==> src/rtl/nib_map_pkg.sv <==
package nib_map_pkg;
    localparam int BANK_W    = 8;
    localparam int CHR_IDX_W = 3;

    typedef enum logic [2:0] {
        TGT_NONE,
        TGT_CHR,
        TGT_PRG0,
        TGT_PRG1,
        TGT_MIRR
    } wr_tgt_e;

    typedef struct packed {
        wr_tgt_e               tgt;
        logic [CHR_IDX_W-1:0]  idx;
        logic                  hi_nib;
        logic [BANK_W-1:0]     data;
    } wr_cmd_t;
endpackage

==> src/rtl/nib_map_decode.sv <==
module nib_map_decode
    import nib_map_pkg::*;
#(
    parameter logic [15:0] CHR_LO = 16'hB000,
    parameter logic [15:0] CHR_HI = 16'hE003
) (
    input  logic [15:0]       cpu_addr,
    input  logic [BANK_W-1:0] cpu_data,
    input  logic              cpu_wr,
    input  logic [1:0]        mode_sel,
    output wr_cmd_t           cmd
);
    logic enable;
    logic in_chr;

    always_comb begin
        enable     = cpu_wr && (mode_sel == 2'b00) && cpu_addr[15];
        in_chr     = (cpu_addr >= CHR_LO) && (cpu_addr <= CHR_HI);
        cmd        = '0;
        cmd.tgt    = TGT_NONE;
        cmd.data   = cpu_data;
        cmd.hi_nib = cpu_addr[0];
        cmd.idx    = {cpu_addr[13], cpu_addr[12], cpu_addr[11] | cpu_addr[1]} + 3'd2;
        if (enable) begin
            if (in_chr) begin
                cmd.tgt = TGT_CHR;
            end else begin
                case (cpu_addr[14:12])
                    3'h0:    cmd.tgt = TGT_PRG0;
                    3'h2:    cmd.tgt = TGT_PRG1;
                    3'h1:    cmd.tgt = TGT_MIRR;
                    default: cmd.tgt = TGT_NONE;
                endcase
            end
        end
    end
endmodule

==> src/rtl/nib_map_regs.sv <==
module nib_map_regs
    import nib_map_pkg::*;
#(
    parameter int NUM_CHR = 8,
    parameter int NUM_PRG = 2
) (
    input  logic                             clk,
    input  logic                             rst_n,
    input  wr_cmd_t                          cmd,
    output logic [NUM_CHR-1:0][BANK_W-1:0]   chr_q,
    output logic [NUM_PRG-1:0][BANK_W-1:0]   prg_q,
    output logic                             mirr_q
);
    localparam int NIB_W = BANK_W / 2;

    typedef struct packed {
        logic [NUM_CHR-1:0][BANK_W-1:0] chr;
        logic [NUM_PRG-1:0][BANK_W-1:0] prg;
        logic                           mirr;
    } state_t;

    function automatic state_t reset_state();
        state_t s;
        s = '0;
        for (int i = 0; i < NUM_CHR; i++) begin
            s.chr[i] = BANK_W'(i);
        end
        for (int j = 0; j < NUM_PRG; j++) begin
            s.prg[j] = BANK_W'(j);
        end
        s.mirr = 1'b0;
        return s;
    endfunction

    localparam state_t RST_STATE = reset_state();

    state_t st_d, st_q;

    always_comb begin
        st_d = st_q;
        case (cmd.tgt)
            TGT_CHR: begin
                if (cmd.hi_nib) begin
                    st_d.chr[cmd.idx][2*NIB_W-1:NIB_W] = cmd.data[NIB_W-1:0];
                end else begin
                    st_d.chr[cmd.idx][NIB_W-1:0] = cmd.data[NIB_W-1:0];
                end
            end
            TGT_PRG0: st_d.prg[0] = cmd.data;
            TGT_PRG1: st_d.prg[1] = cmd.data;
            TGT_MIRR: st_d.mirr   = cmd.data[0];
            default:  ;
        endcase
    end

    always_ff @(posedge clk) begin
        if (!rst_n) begin
            st_q <= RST_STATE;
        end else begin
            st_q <= st_d;
        end
    end

    assign chr_q  = st_q.chr;
    assign prg_q  = st_q.prg;
    assign mirr_q = st_q.mirr;
endmodule

==> src/rtl/nib_map_banks.sv <==
module nib_map_banks
    import nib_map_pkg::*;
#(
    parameter int                NUM_CHR    = 8,
    parameter int                NUM_PRG    = 2,
    parameter int                PRG_SLOTS  = 4,
    parameter logic [BANK_W-1:0] FIXED_BASE = 8'h1E
) (
    input  logic [NUM_CHR-1:0][BANK_W-1:0]   chr_q,
    input  logic [NUM_PRG-1:0][BANK_W-1:0]   prg_q,
    input  logic                             mirr_q,
    input  logic                             chr_hi,
    output logic [PRG_SLOTS-1:0][BANK_W-1:0] prg_bank,
    output logic [NUM_CHR-1:0][BANK_W:0]     chr_bank,
    output logic                             mirror_horiz
);
    for (genvar c = 0; c < NUM_CHR; c++) begin : g_chr
        assign chr_bank[c] = {chr_hi, chr_q[c]};
    end

    for (genvar s = 0; s < PRG_SLOTS; s++) begin : g_prg
        if (s < NUM_PRG) begin : g_sw
            assign prg_bank[s] = prg_q[s];
        end else begin : g_fix
            assign prg_bank[s] = FIXED_BASE + BANK_W'(s - NUM_PRG);
        end
    end

    assign mirror_horiz = mirr_q;
endmodule

==> src/rtl/nib_chr_mapper.sv <==
module nib_chr_mapper
    import nib_map_pkg::*;
#(
    parameter int NUM_CHR   = 8,
    parameter int NUM_PRG   = 2,
    parameter int PRG_SLOTS = 4,
    parameter int PRG_OUT_W = PRG_SLOTS * BANK_W,
    parameter int CHR_OUT_W = NUM_CHR * (BANK_W + 1)
) (
    input  logic                 clk,
    input  logic                 rst_n,
    input  logic [15:0]          cpu_addr,
    input  logic [BANK_W-1:0]    cpu_data,
    input  logic                 cpu_wr,
    input  logic [2:0]           mode_lo,
    output logic [PRG_OUT_W-1:0] prg_bank_o,
    output logic [CHR_OUT_W-1:0] chr_bank_o,
    output logic                 mirror_horiz_o
);
    wr_cmd_t                          cmd;
    logic [NUM_CHR-1:0][BANK_W-1:0]   chr_q;
    logic [NUM_PRG-1:0][BANK_W-1:0]   prg_q;
    logic                             mirr_q;
    logic [PRG_SLOTS-1:0][BANK_W-1:0] prg_bank;
    logic [NUM_CHR-1:0][BANK_W:0]     chr_bank;

    nib_map_decode u_dec (
        .cpu_addr (cpu_addr),
        .cpu_data (cpu_data),
        .cpu_wr   (cpu_wr),
        .mode_sel (mode_lo[1:0]),
        .cmd      (cmd)
    );

    nib_map_regs #(.NUM_CHR(NUM_CHR), .NUM_PRG(NUM_PRG)) u_regs (
        .clk    (clk),
        .rst_n  (rst_n),
        .cmd    (cmd),
        .chr_q  (chr_q),
        .prg_q  (prg_q),
        .mirr_q (mirr_q)
    );

    nib_map_banks #(.NUM_CHR(NUM_CHR), .NUM_PRG(NUM_PRG), .PRG_SLOTS(PRG_SLOTS)) u_banks (
        .chr_q        (chr_q),
        .prg_q        (prg_q),
        .mirr_q       (mirr_q),
        .chr_hi       (mode_lo[2]),
        .prg_bank     (prg_bank),
        .chr_bank     (chr_bank),
        .mirror_horiz (mirror_horiz_o)
    );

    assign prg_bank_o = prg_bank;
    assign chr_bank_o = chr_bank;
endmodule

==> config.mk <==
export PLATFORM = sky130hd
export DESIGN_NAME = nib_chr_mapper
export DESIGN_NICKNAME = d
export VERILOG_FILES = /design/src/rtl/nib_map_pkg.sv /design/src/rtl/nib_map_decode.sv /design/src/rtl/nib_map_regs.sv /design/src/rtl/nib_map_banks.sv /design/src/rtl/nib_chr_mapper.sv
export SDC_FILE = /design/constraint.sdc
export NUM_CORES = 1
export LEC_CHECK = 0
export BUFFER_PORTS_ARGS = -buffer_cell sky130_fd_sc_hd__buf_2
export CAP_MARGIN = 10
export CELL_PAD_IN_SITES_DETAIL_PLACEMENT = 1
export CELL_PAD_IN_SITES_GLOBAL_PLACEMENT = 2
export CORE_ASPECT_RATIO = 0.75
export CORE_MARGIN = 5
export CORE_UTILIZATION = 29
export DETAILED_ROUTE_END_ITERATION = 8
export MAX_ROUTING_LAYER = met4
export PLACE_DENSITY_LB_ADDON = 0.1
export SLEW_MARGIN = 20
export SYNTH_ARGS = -nofsm -noshare
export SYNTH_HDL_FRONTEND = slang
export SYNTH_SLANG_ARGS = --single-unit
==> constraint.sdc <==
create_clock -name clk -period 1.7 [get_ports clk]
set_input_delay 0 -clock clk [delete_from_list [all_inputs] [get_ports clk]]
set_output_delay 0 -clock clk [all_outputs]
set_load 0.01 [all_outputs]
After elaboration in Yosys (flattened, before gate mapping). Index checks and enable logic that the tools add are counted.

Add/sub/neg operators: 1. $mul: 0. Div/mod/pow operators: 0. Order comparisons: 4. Equality and inequality tests: 6. Shift operators: 0. Multiplexer cells: 10. Bitwise gates (word level): 1. Reductions and logical operators: 6.

Operators by type and width (count): bitwise mux 64 bit (2); two-way mux 64 bit (1); demux 8 bit (select 3 bit) (2); >= comparator 16 bit (second input constant) (1); less-or-equal comparator 16 bit (second input constant) (1); == test 3 x 2 -> 1 bit (second input constant) (3); case mux 3 bit (3 select lines) (1); two-way mux 8 bit (1); == test 3 x 1 -> 1 bit (second input constant) (2); two-way mux 3 bit (2); logical AND 1 bit (4); less-than comparator 3 x 4 -> 1 bit (second input constant) (1); two-way mux 4 bit (1); adder 3 x 2 -> 3 bit (second input constant) (1); == test 3 bit (second input constant) (1); >= comparator 3 x 1 -> 1 bit (second input constant) (1); logical NOT 3 bit (1); logical NOT 2 bit (1); OR 1 bit (1).

Register bits: 81. Latch bits: 0. Memory bits (writable): 0. Bits in read-only memories: 0. Bits of input ports: 30. Output and inout bits: 105. Logic and storage cells: 39. Memories kept: 0.

Longest topological paths before layout. Gate-level depths: netlist of run 1.

Word-level depth: 8. Depth in mapped cells: 5. Gate-level depth less buffers: 4.

Cells and area by module. A second synthesis of run 1 with hierarchy kept.

Cells, all modules: 434. Area total of the unflattened synthesis: 4139.0 µm².

Modules (own cells, without submodules): nib_map_regs (times used 1, cells an instance 299, area an instance 3129.3 µm², sequential area each 1621.6 µm²); nib_map_banks (times used 1, cells an instance 107, area an instance 795.8 µm², sequential area each 0.0 µm²); nib_map_decode (times used 1, cells an instance 28, area an instance 214.0 µm², sequential area each 0.0 µm²).

Least setup slack after synthesis of run 1. No wires, ideal clock.

Kind: input -> register. Start: in cpu_addr[12]. End: reg u_regs.st_q, in the netlist u_regs.chr_q[55]. Setup time: 72 ps. Data arrival time: 1307 ps. Data required time: 1628 ps. Path slack: 321 ps. Stages: 5. Path buffers: 1. Cell sequence: buf_6 > nor4_4 > a31oi_4 > nor4b_4 > mux2i_1.

Cells in the longest elaborated chain, start to end: 7. Elaborated cells between the ends (all ways): 20. Those cells by class: add/sub (1); order compare (4); eq/ne (3); mux (9); reduce/logical (3).

RTL lines: start: declaration (line nib_chr_mapper.sv:12) `input logic [15:0] cpu_addr,`; adder 3 x 2 -> 3 bit (line nib_map_decode.sv:23) `cmd.idx = {cpu_addr[13], cpu_addr[12], cpu_addr[11] | cpu_addr[1]} + 3'd2;`; less-than comparator 3 x 4 -> 1 bit (not written as such) or >= comparator 3 x 1 -> 1 bit (tied branches) (line nib_map_regs.sv:44) `st_d.chr[cmd.idx][2*NIB_W-1:NIB_W] = cmd.data[NIB_W-1:0];`; logical AND 1 bit (not written as such) (line nib_map_regs.sv:44); two-way mux 8 bit (not written as such) (line nib_map_regs.sv:44); demux 8 bit (select 3 bit); bitwise mux 64 bit (line nib_map_regs.sv:44); two-way mux 64 bit (line nib_map_regs.sv:43) `if (cmd.hi_nib) begin`; end signal: assignment (line nib_map_regs.sv:60) `st_q <= st_d;`; end: declaration (line nib_map_regs.sv:37) `state_t st_d, st_q;`.

Several ways; a longest one is shown, not always the timed one. A chain may end at the register's enable or synchronous reset.

==> parameters.txt, run 1 <==
Parameter                              Value

Run status
  Run status    complete, no violations

Job
  Max-cap viol count    0

Logic synthesis
  Average instance area after synthesis    10.47 um2
  Seq/Total Area, Yosys    0.4652
  Number of distinct standard cells referenced by the synthesized netlist    28
  Most used flip-flop cell after synthesis    sky130_fd_sc_hd__dfxtp_1
  Simple-gate share of the synthesized area    0.2172
  Synthesis warning total    0
  Synthesized netlist cell count    333
  Fraction of the mapped netlist area in compound gates    0.007538
  Xor-xnor portion of the synthesized cell area    0
  Number of synthesized flops with an enable pin    0
  Combined area of all synthesized cells    0.003486 mm2
  Flop and latch count out of synthesis    81
  Adder-Cell Fraction of Synth Area    0
  Post-synth ARST share    0
  Portion of netlist area occupied by mux cells    0.2326
  Main combinational cell family by area after synthesis    multiplexers

Power
  Power per Cell Area    931.2 mW/mm2
  Internal power contribution    0.003269 W
  Overall power    0.004231 W
  Part of the total power dissipated in sequential elements    0.450
  Leak Pwr    1.965 nW
  Switching share of power    0.2273
  Clock power frac    0.495
  Worst vdd rail ir drop    0.4422 mV
  Portion of total power attributed to combinational logic    0.055
  Switching pwr    0.0009617 W

Clock tree
  Clock slew seen by the registers of the worst setup and hold paths    0.06 ns
  Cells resized by post-CTS repair    0
  Clock root cell    sky130_fd_sc_hd__clkbuf_16
  Clock net sink count    81
  Number of H-tree levels    3
  CTS tree    yes
  Clock Tree Buf Depth    2
  Clock Latency Late Sink    0.34 ns
  Number of buffers created by CTS    9

GRT
  Vias in the first global route    2,841
  Maximum number of pins on one net before global-route repair    37
  Global-route wire length before repair    16,170 um
  Total routing usage reported by global routing    0.1513
  Antenna violations before repair    1
  Total grt overflow    0

Placed design
  Post-placement worst setup slack    0.1339 ns
  Detailed placer's ending HPWL    7486 um
  GP Congestion    0.7149
  Input/output buffers    109

Timing
  Unrepaired setup endpoints after global routing    false
  Number of max-slew violations in the final report    0
  Post-Route Setup TNS    0 ns
  Number of hold-slack violations in the final timing report    0
  Actual slew at the worst max-slew pin    0.6441 ns
  Slew headroom    0.5695
  Fin worst setup slack    0.3765 ns
  Setup violation total in the final timing report    0
  Fin crit share    0.7785
  Fmax achieved    0.7556 GHz
  Final worst clock skew    0 ns
  Shortest clock period the worst path allows after layout    1.323 ns

Worst setup path
  Endpoint of the worst setup timing path    u_regs.chr_q[54]$_SDFFE_PN0P_
  Maximum net fanout on the critical path    16
  Startpoint of the lowest-slack register-to-register path    u_regs.chr_q[34]$_SDFFE_PN1P_
  Data required time of the worst path    1.95 ns
  CP Launch Point    rst_n
  Startpoint class of the critical path    input port
  R2R setup slack    1.02 ns
  Critical Setup Path Class    input port to flip-flop
  R2r worst-path depth    2
  Endpoint arrival time on the critical path    1.57 ns
  Setup crit end kind    flip-flop
  Worst r2r dst    u_regs.chr_q[34]$_SDFFE_PN1P_

Die
  Number of cell rows    34
  Die area    0.01434 mm2
  Chip Height    105.0 um
  Starting utilization of the core area    0.2980
  Width of the die    136.6 um
  Floorplan Core Area    0.01170 mm2
  Boundary pin count    135

Detailed routing
  Post-detailed-route DRC marker count    0
  Routed Wire Length    10,330 um
  Post-route ant nets    0
  Vias/cell    4.358
  Total iterations of the first detailed-routing run    4
  Number of vias in the routed layout    2,680
  Routed WL per cell    16.80 um
  DRC violation total after the first TritonRoute iteration    77

Min path
  Class of the tightest hold or removal check    input port to output port

Cells and area
  Layout area overhead    30.33%
  Ratio of cells with drive above 1 in the final layout    0.3473
  Fin nets    477
==> logic make-up after synthesis <==
kind of cell,count (synthesis)
muxes,81
buffers and inverters,43
DFF,81
other,2
and+or+nand+nor,124
AOI/OAI and AO/OA,2
==> flip-flops by register name, indices dropped and copies added, names as in the netlist <==
register	count
u_regs.prg_q	16
u_regs.chr_q	64
u_regs.mirr_q	1
==> how the worst min path moves through the flow <==
stage | from | endpoint | depth (start not counted)
6_report | mode_lo[2] | chr_bank_o[44] | 0
5_1_grt | mode_lo[2] | chr_bank_o[35] | 0
4_1_cts | mode_lo[2] | chr_bank_o[44] | 0
3_5_place_dp | mode_lo[2] | chr_bank_o[44] | 0
3_3_place_gp | mode_lo[2] | chr_bank_o[44] | 0
2_1_floorplan | mode_lo[2] | chr_bank_o[17] | 1
==> synth_stat cells, types with 2 or more instances <==
library cell,instances,share of area
sky130_fd_sc_hd__buf_4,24,0.052
sky130_fd_sc_hd__dfxtp_1,81,0.47
sky130_fd_sc_hd__buf_2,3,0.0043
sky130_fd_sc_hd__nand4b_1,3,0.0075
sky130_fd_sc_hd__clkbuf_1,15,0.016
sky130_fd_sc_hd__nor4_4,3,0.018
sky130_fd_sc_hd__nor3_1,2,0.0029
sky130_fd_sc_hd__nor4_2,2,0.0072
sky130_fd_sc_hd__nor2_1,3,0.0032
sky130_fd_sc_hd__nand3_1,3,0.0043
sky130_fd_sc_hd__nor3_4,3,0.014
sky130_fd_sc_hd__nor4b_1,2,0.0050
sky130_fd_sc_hd__conb_1,2,0.0022
sky130_fd_sc_hd__nor2b_1,32,0.057
sky130_fd_sc_hd__nand2_1,62,0.067
sky130_fd_sc_hd__mux2i_1,81,0.23
==> cell usage in the layout, fill, tap and decap left out, types with 7 or more instances in the layout <==
cell	count
sky130_fd_sc_hd__nand2_1	62
sky130_fd_sc_hd__mux2i_1	81
sky130_fd_sc_hd__buf_4	16
sky130_fd_sc_hd__conb_1	16
sky130_fd_sc_hd__clkbuf_16	9
sky130_fd_sc_hd__nor2b_1	32
sky130_fd_sc_hd__dlygate4sd3_1	7
sky130_fd_sc_hd__dfxtp_1	81
sky130_fd_sc_hd__buf_2	109
==> power groups by stage <==
stage                     clock network (W)  registers [W]  logic [W]
after global routing                0.00224        0.00190   0.000256
after detailed placement                  0        0.00195   0.000224
after global placement                    0        0.00195   0.000220
after floorplan                           0        0.00195   0.000173
final                               0.00209        0.00190   0.000234
after CTS                           0.00216        0.00190   0.000237
==> per-layer routing <==
metal | routed length [um] | vias to the layer above | part of all wire | global-route usage
met4 | 98 | 0 | 0.0095 | 0.03885
li1 | - | 1306 | - | -
met1 | 4957 | 1288 | 0.48 | 0.1972
met5 | 0 | - | 0 | -
met3 | 590 | 11 | 0.057 | 0.04515
met2 | 4688 | 75 | 0.45 | 0.2293
==> critical path, cell delays in order <==
cell,delay [ns]
sky130_fd_sc_hd__dlygate4sd3_1,0.53
sky130_fd_sc_hd__buf_2,0.26
sky130_fd_sc_hd__nand2_1,0.45
sky130_fd_sc_hd__mux2i_1,0.32
==> area by class of cell <==
class                      instances  area (um2)
antenna                            1       2.502
clock buffer                       9       225.2
clock inverter                     7       95.09
fill                            1374        7156
multi-input combinational        223        1660
sequential                        81        1622
tap                              162       202.7
timing repair buffer             132       735.7
==> stage by stage <==
step                cell area (um2)  hold slack [ns]  std cells    util
floorplan                      3538          0.09177        347       -
detailed placement             4150        0.0003020        591  0.3548
CTS                            4541        0.0003020        614  0.3881
global route                   4543        0.0003069        615  0.3883
global placement               4150        0.0003020        591  0.3548
finish                         4543       0.00005754        615  0.3883
==> what timing repair did <==
item / 4_1_cts / 5_1_grt
hold buffers: 7 / 0
hold endpoints to repair: 11 / 0
buffers inserted: 0 / 0
(Power assumes the default switching activity.)
==> run 2: changes to the inputs <==
--- a/config.mk
+++ b/config.mk
@@ -11,7 +11,7 @@
 export CELL_PAD_IN_SITES_GLOBAL_PLACEMENT = 2
 export CORE_ASPECT_RATIO = 0.75
 export CORE_MARGIN = 5
-export CORE_UTILIZATION = 29
+export CORE_UTILIZATION = 26
 export DETAILED_ROUTE_END_ITERATION = 8
 export MAX_ROUTING_LAYER = met4
 export PLACE_DENSITY_LB_ADDON = 0.1
==> constraint.sdc (replaced) <==
create_clock -name clk -period 1.2 [get_ports clk]
set_input_delay 0 -clock clk [delete_from_list [all_inputs] [get_ports clk]]
set_output_delay 0 -clock clk [all_outputs]
set_load 0.01 [all_outputs]
==> run 2 against run 1 <==
  * Hold slack about the same
  * Utilization fell by 2.4 points
  * Total power up 44%
  * Combinational power increased by 62%
  * Non-clock buffer count is 17 higher
  * Sequential share of layout area fell by 1.6 points
==> parameters.txt, run 2 (same netlist as run 1, synthesis figures left out) <==
Parameter                              Value

Run status
  Run status    complete, no violations

Detailed routing
  Post-route ant nets    0
  DRC violation total after the first TritonRoute iteration    106
  Number of vias in the routed layout    2,751
  Routed Wire Length    10,800 um
  Vias/cell    4.298
  Total iterations of the first detailed-routing run    4
  Routed WL per cell    16.87 um
  Post-detailed-route DRC marker count    0

Power
  Switching share of power    0.2186
  Leak Pwr    2.071 nW
  Switching pwr    0.001334 W
  Worst vdd rail ir drop    0.6400 mV
  Part of the total power dissipated in sequential elements    0.442
  Clock power frac    0.496
  Power per Cell Area    1282 mW/mm2
  Overall power    0.006105 W
  Internal power contribution    0.004770 W
  Portion of total power attributed to combinational logic    0.062

Timing
  Worst slack on hold paths    0.00006319 ns
  Unrepaired setup endpoints after global routing    false
  Fin crit share    0.9191
  Number of hold-slack violations in the final timing report    0
  Slew headroom    0.6563
  Shortest clock period the worst path allows after layout    1.103 ns
  Number of max-slew violations in the final report    0
  Setup violation total in the final timing report    0
  Fmax achieved    0.9066 GHz
  Actual slew at the worst max-slew pin    0.5156 ns
  Fin worst setup slack    0.09703 ns
  Final worst clock skew    0 ns

GRT
  Total routing usage reported by global routing    0.1431
  Maximum number of pins on one net before global-route repair    40
  Vias in the first global route    2,953
  Total grt overflow    0
  Antenna violations before repair    0
  Global-route wire length before repair    16,590 um

Die
  Starting utilization of the core area    0.2669
  Die area    0.01585 mm2
  Number of cell rows    36
  Boundary pin count    135
  Floorplan Core Area    0.01306 mm2
  Width of the die    143.7 um
  Chip Height    110.3 um

Worst setup path
  Setup crit end kind    flip-flop
  Critical Setup Path Class    input port to flip-flop
  Data required time of the worst path    1.47 ns
  Maximum net fanout on the critical path    3
  Startpoint class of the critical path    input port
  Endpoint arrival time on the critical path    1.37 ns

Clock tree
  Clock root cell    sky130_fd_sc_hd__clkbuf_16
  Clock Tree Buf Depth    2
  Clock Latency Late Sink    0.34 ns
  Number of buffers created by CTS    9
  Clock slew seen by the registers of the worst setup and hold paths    0.06 ns
  CTS tree    yes
  Number of H-tree levels    3
  Clock net sink count    81

Cells and area
  Layout area overhead    36.61%
  Final cell count without fillers    640
  Core occupancy in the finished layout    0.3646
  Flip-flop count of the largest register after layout    64
  Fin nets    494
  Ratio of cells with drive above 1 in the final layout    0.3774
  Commonest non-fill, non-tap cell in the layout    sky130_fd_sc_hd__buf_2
  Top library cells by usage in the layout, fill and taps aside    109 x sky130_fd_sc_hd__buf_2, 81 x sky130_fd_sc_hd__mux2i_1, 81 x sky130_fd_sc_hd__dfxtp_1
  Antenna diode instance count    0

Placed design
  Detailed placer's ending HPWL    7894 um
  Input/output buffers    109
  Number of instances in the placed design    617
  GP Congestion    0.7209
  Post-placement worst setup slack    -0.2514 ns

Job
  Max-cap viol count    0

Min path
  Class of the tightest hold or removal check    input port to output port
-- run 2: changes by cell type in the layout (fill, tap and decap cells not counted), sizes merged --
cell and delta:
diode -1, clkbuf +2, buf +17, clkinv -2
-- run 2: worst paths after layout --
check / startpoint / end / slack, ns / cells past startpoint
max: mode_lo[0] / u_regs.chr_q[33]$_SDFFE_PN0P_ / 0.1 / 6
min: mode_lo[2] / chr_bank_o[17] / 0.00006 / 0
max reg2reg: u_regs.chr_q[34]$_SDFFE_PN1P_ / u_regs.chr_q[34]$_SDFFE_PN1P_ / 0.54 / 2
min reg2reg: u_regs.chr_q[27]$_SDFFE_PN0P_ / u_regs.chr_q[27]$_SDFFE_PN0P_ / 0.46 / 2
-- run 2: cell type report --
type / count / area [um2]
Clock buffer: 11 / 252.7
Clock inverter: 5 / 77.57
Fill cell: 1530 / 8300
Multi-Input combinational cell: 223 / 1695
Sequential cell: 81 / 1622
Tap cell: 171 / 214.0
Timing Repair Buffer: 149 / 900.9
-- run 2: stage by stage --
| stage | area (um2) | setup TNS [ns] |
|---|---|---|
| floorplan | 3582 | -0.03416 |
| global placement | 4362 | -10.66 |
| detailed placement | 4362 | -12.99 |
| CTS | 4762 | 0 |
| global route | 4762 | 0 |
| finish | 4762 | 0 |
-- run 2: routing by layer --
metal / track usage / part of all wire / vias up
li1: - / - / 1339
met1: 0.1941 / 0.49 / 1325
met2: 0.2125 / 0.45 / 76
met3: 0.03579 / 0.050 / 11
met4: 0.04032 / 0.012 / 0
met5: - / 0 / -
-- run 2: timing repair --
action                                 4_1_cts  5_1_grt
hold buffers                                 7        0
setup endpoints to repair                    0        0
buffers inserted                             0        0
endpoints found under the hold margin       13        0
gates resized for setup                      0        0
-- run 2: power by group through the flow --
stage	combinational [W]	clock (W)	sequential, W
after global placement	0.000362	0	0.00276
after CTS	0.000385	0.00314	0.00270
after floorplan	0.000253	0	0.00276
after global routing	0.000414	0.00323	0.00270
after detailed placement	0.000366	0	0.00276
final	0.000380	0.00303	0.00270
-- run 2: worst max-delay path: stages --
cell                       delay, ns
sky130_fd_sc_hd__buf_2          0.10
sky130_fd_sc_hd__and4bb_2       0.34
sky130_fd_sc_hd__nand4b_1       0.19
sky130_fd_sc_hd__nor4_2         0.33
sky130_fd_sc_hd__buf_4          0.22
sky130_fd_sc_hd__mux2i_1        0.19
==> run 3: changes to the inputs <==
--- a/config.mk
+++ b/config.mk
@@ -5,6 +5,7 @@
 export SDC_FILE = /design/constraint.sdc
 export NUM_CORES = 1
 export LEC_CHECK = 0
+export ABC_CLOCK_PERIOD_IN_PS = 1200
 export BUFFER_PORTS_ARGS = -buffer_cell sky130_fd_sc_hd__buf_2
 export CAP_MARGIN = 10
 export CELL_PAD_IN_SITES_DETAIL_PLACEMENT = 1
@@ -13,7 +14,6 @@
 export CORE_MARGIN = 5
 export CORE_UTILIZATION = 26
 export DETAILED_ROUTE_END_ITERATION = 8
-export MAX_ROUTING_LAYER = met4
 export PLACE_DENSITY_LB_ADDON = 0.1
 export SLEW_MARGIN = 20
 export SYNTH_ARGS = -nofsm -noshare
==> run 3 against run 2 <==
  * Global-route usage decreased by 0.41 points
  * Total power increased by 0.18%
  * First-iteration DRC count decreased by 15%
  * Largest cell class unchanged
==> parameters.txt, run 3 (same netlist as run 1, synthesis figures left out) <==
Parameter                              Value

Worst setup path
  Startpoint of the lowest-slack register-to-register path    u_regs.chr_q[34]$_SDFFE_PN1P_
  Data required time of the worst path    1.47 ns
  Setup crit end kind    flip-flop
  R2r worst-path depth    2
  Critical Setup Path Class    input port to flip-flop
  Worst r2r dst    u_regs.chr_q[34]$_SDFFE_PN1P_
  Startpoint class of the critical path    input port
  R2R setup slack    0.54 ns
  Maximum net fanout on the critical path    3
  Endpoint arrival time on the critical path    1.37 ns

Run status
  Run status    complete, no violations

Die
  Number of cell rows    36
  Starting utilization of the core area    0.2669
  Chip Height    110.3 um
  Die area    0.01585 mm2
  Boundary pin count    135
  Floorplan Core Area    0.01306 mm2
  Width of the die    143.7 um

GRT
  Vias in the first global route    2,939
  Maximum number of pins on one net before global-route repair    40
  Global-route wire length before repair    16,630 um
  Antenna violations before repair    0
  Total routing usage reported by global routing    0.1390
  Total grt overflow    0

Clock tree
  Clock Tree Buf Depth    2
  Cells resized by post-CTS repair    0
  Clock net sink count    81
  Number of H-tree levels    3
  Number of buffers created by CTS    9
  Clock slew seen by the registers of the worst setup and hold paths    0.06 ns
  Clock root cell    sky130_fd_sc_hd__clkbuf_16
  CTS tree    yes
  Clock Latency Late Sink    0.34 ns

Min path
  Hold path depth    0
  End of the worst hold path    chr_bank_o[17]
  Min-delay src    mode_lo[2]
  Class of the tightest hold or removal check    input port to output port

Cells and area
  Fin nets    494
  Core occupancy in the finished layout    0.3646
  Non-Filler Cell Area, Final    0.004762 mm2
  Top library cells by usage in the layout, fill and taps aside    109 x sky130_fd_sc_hd__buf_2, 81 x sky130_fd_sc_hd__mux2i_1, 81 x sky130_fd_sc_hd__dfxtp_1
  Fill cell total of the finished layout    1,530
  Antenna diode instance count    0
  Commonest non-fill, non-tap cell in the layout    sky130_fd_sc_hd__buf_2
  Ratio of cells with drive above 1 in the final layout    0.3774
  Flip-flop count of the largest register after layout    64
  Layout area overhead    36.61%

Power
  Leak Pwr    2.071 nW
  Clock power frac    0.497
  Portion of total power attributed to combinational logic    0.062
  Switching share of power    0.2199
  Switching pwr    0.001345 W
  Worst vdd rail ir drop    0.6408 mV
  Internal power contribution    0.004771 W
  Power per Cell Area    1284 mW/mm2
  Part of the total power dissipated in sequential elements    0.441

Timing
  Fmax achieved    0.9049 GHz
  Number of max-slew violations in the final report    0
  Fin crit share    0.9209
  Actual slew at the worst max-slew pin    0.5122 ns
  Final worst clock skew    0 ns
  Unrepaired setup endpoints after global routing    false
  Shortest clock period the worst path allows after layout    1.105 ns
  Number of hold-slack violations in the final timing report    0
  Setup violation total in the final timing report    0
  Slew headroom    0.6585

Placed design
  Input/output buffers    109
  Detailed placer's ending HPWL    7894 um
  GP Congestion    0.7128
  Total cell area at the placement stage    0.004362 mm2

Job
  Max-cap viol count    0

Detailed routing
  Total iterations of the first detailed-routing run    4
  Post-detailed-route DRC marker count    0
  Routed Wire Length    10,810 um
  DRC violation total after the first TritonRoute iteration    90
  Post-route ant nets    0
  Number of vias in the routed layout    2,749
  Routed WL per cell    16.89 um
  Vias/cell    4.295
run 3: cell counts in the layout (fill, tap and decap cells not counted):
No cell type changed its count.
run 3: final cells by class:
class	instances	area, um2	area share
clock buffers	11	252.7	0.05307
clock inverters	5	77.57	0.01629
multi-input cells	223	1695	0.3560
flip-flops and latches	81	1622	0.3405
well taps	171	214.0	0.04493
repair buffers	149	900.9	0.1892
run 3: how the worst max path moves through the flow:
stage	startpoint	cells after the start	slack, ns	end
3_5_place_dp	mode_lo[0]	6	-0.25	u_regs.chr_q[33]$_SDFFE_PN0P_
6_report	mode_lo[0]	6	0.09	u_regs.chr_q[33]$_SDFFE_PN0P_
4_1_cts	mode_lo[0]	6	0.09	u_regs.chr_q[33]$_SDFFE_PN0P_
3_3_place_gp	mode_lo[0]	6	-0.25	u_regs.chr_q[33]$_SDFFE_PN0P_
5_1_grt	mode_lo[1]	6	0.01	u_regs.chr_q[35]$_SDFFE_PN0P_
2_1_floorplan	mode_lo[0]	4	-0.009	u_regs.chr_q[33]$_SDFFE_PN0P_
run 3: power groups by stage:
stage / Sequential, W / Combinational [W] / Clock (W)
final: 0.00270 / 0.000380 / 0.00304
after detailed placement: 0.00276 / 0.000366 / 0
after global routing: 0.00270 / 0.000414 / 0.00323
after global placement: 0.00276 / 0.000362 / 0
after floorplan: 0.00276 / 0.000253 / 0
after CTS: 0.00270 / 0.000385 / 0.00314
run 3: worst max-delay path, cell delays in order:
cell	delay, ns
sky130_fd_sc_hd__buf_2	0.10
sky130_fd_sc_hd__and4bb_2	0.34
sky130_fd_sc_hd__nand4b_1	0.19
sky130_fd_sc_hd__nor4_2	0.33
sky130_fd_sc_hd__buf_4	0.22
sky130_fd_sc_hd__mux2i_1	0.19
run 3: per-layer routing:
layer | track usage | up-vias | share of wire
met5 | 0 | - | 0
met1 | 0.1907 | 1324 | 0.48
met2 | 0.2131 | 75 | 0.45
li1 | - | 1339 | -
met4 | 0.04032 | 0 | 0.011
met3 | 0.04010 | 11 | 0.058
run 3: per-stage QoR:
step            TNS, ns  instances  total power [W]  worst slack, ns  hold WS (ns)
4_1_cts               0        640         0.006220          0.08737     0.0002227
6_report              0        640         0.006116          0.09488    0.00006319
3_5_place_dp     -12.99        617         0.003123          -0.2514     0.0002967
3_3_place_gp     -10.66        617         0.003118          -0.2459     0.0002967
2_1_floorplan  -0.03416        347         0.003012        -0.008593       0.09177
5_1_grt               0        640         0.006343          0.01280     0.0004156
run 3: timing repair:
action	CTS	global route
hold endpoints to repair	13	0
hold buffers	7	0
setup buffers	0	0
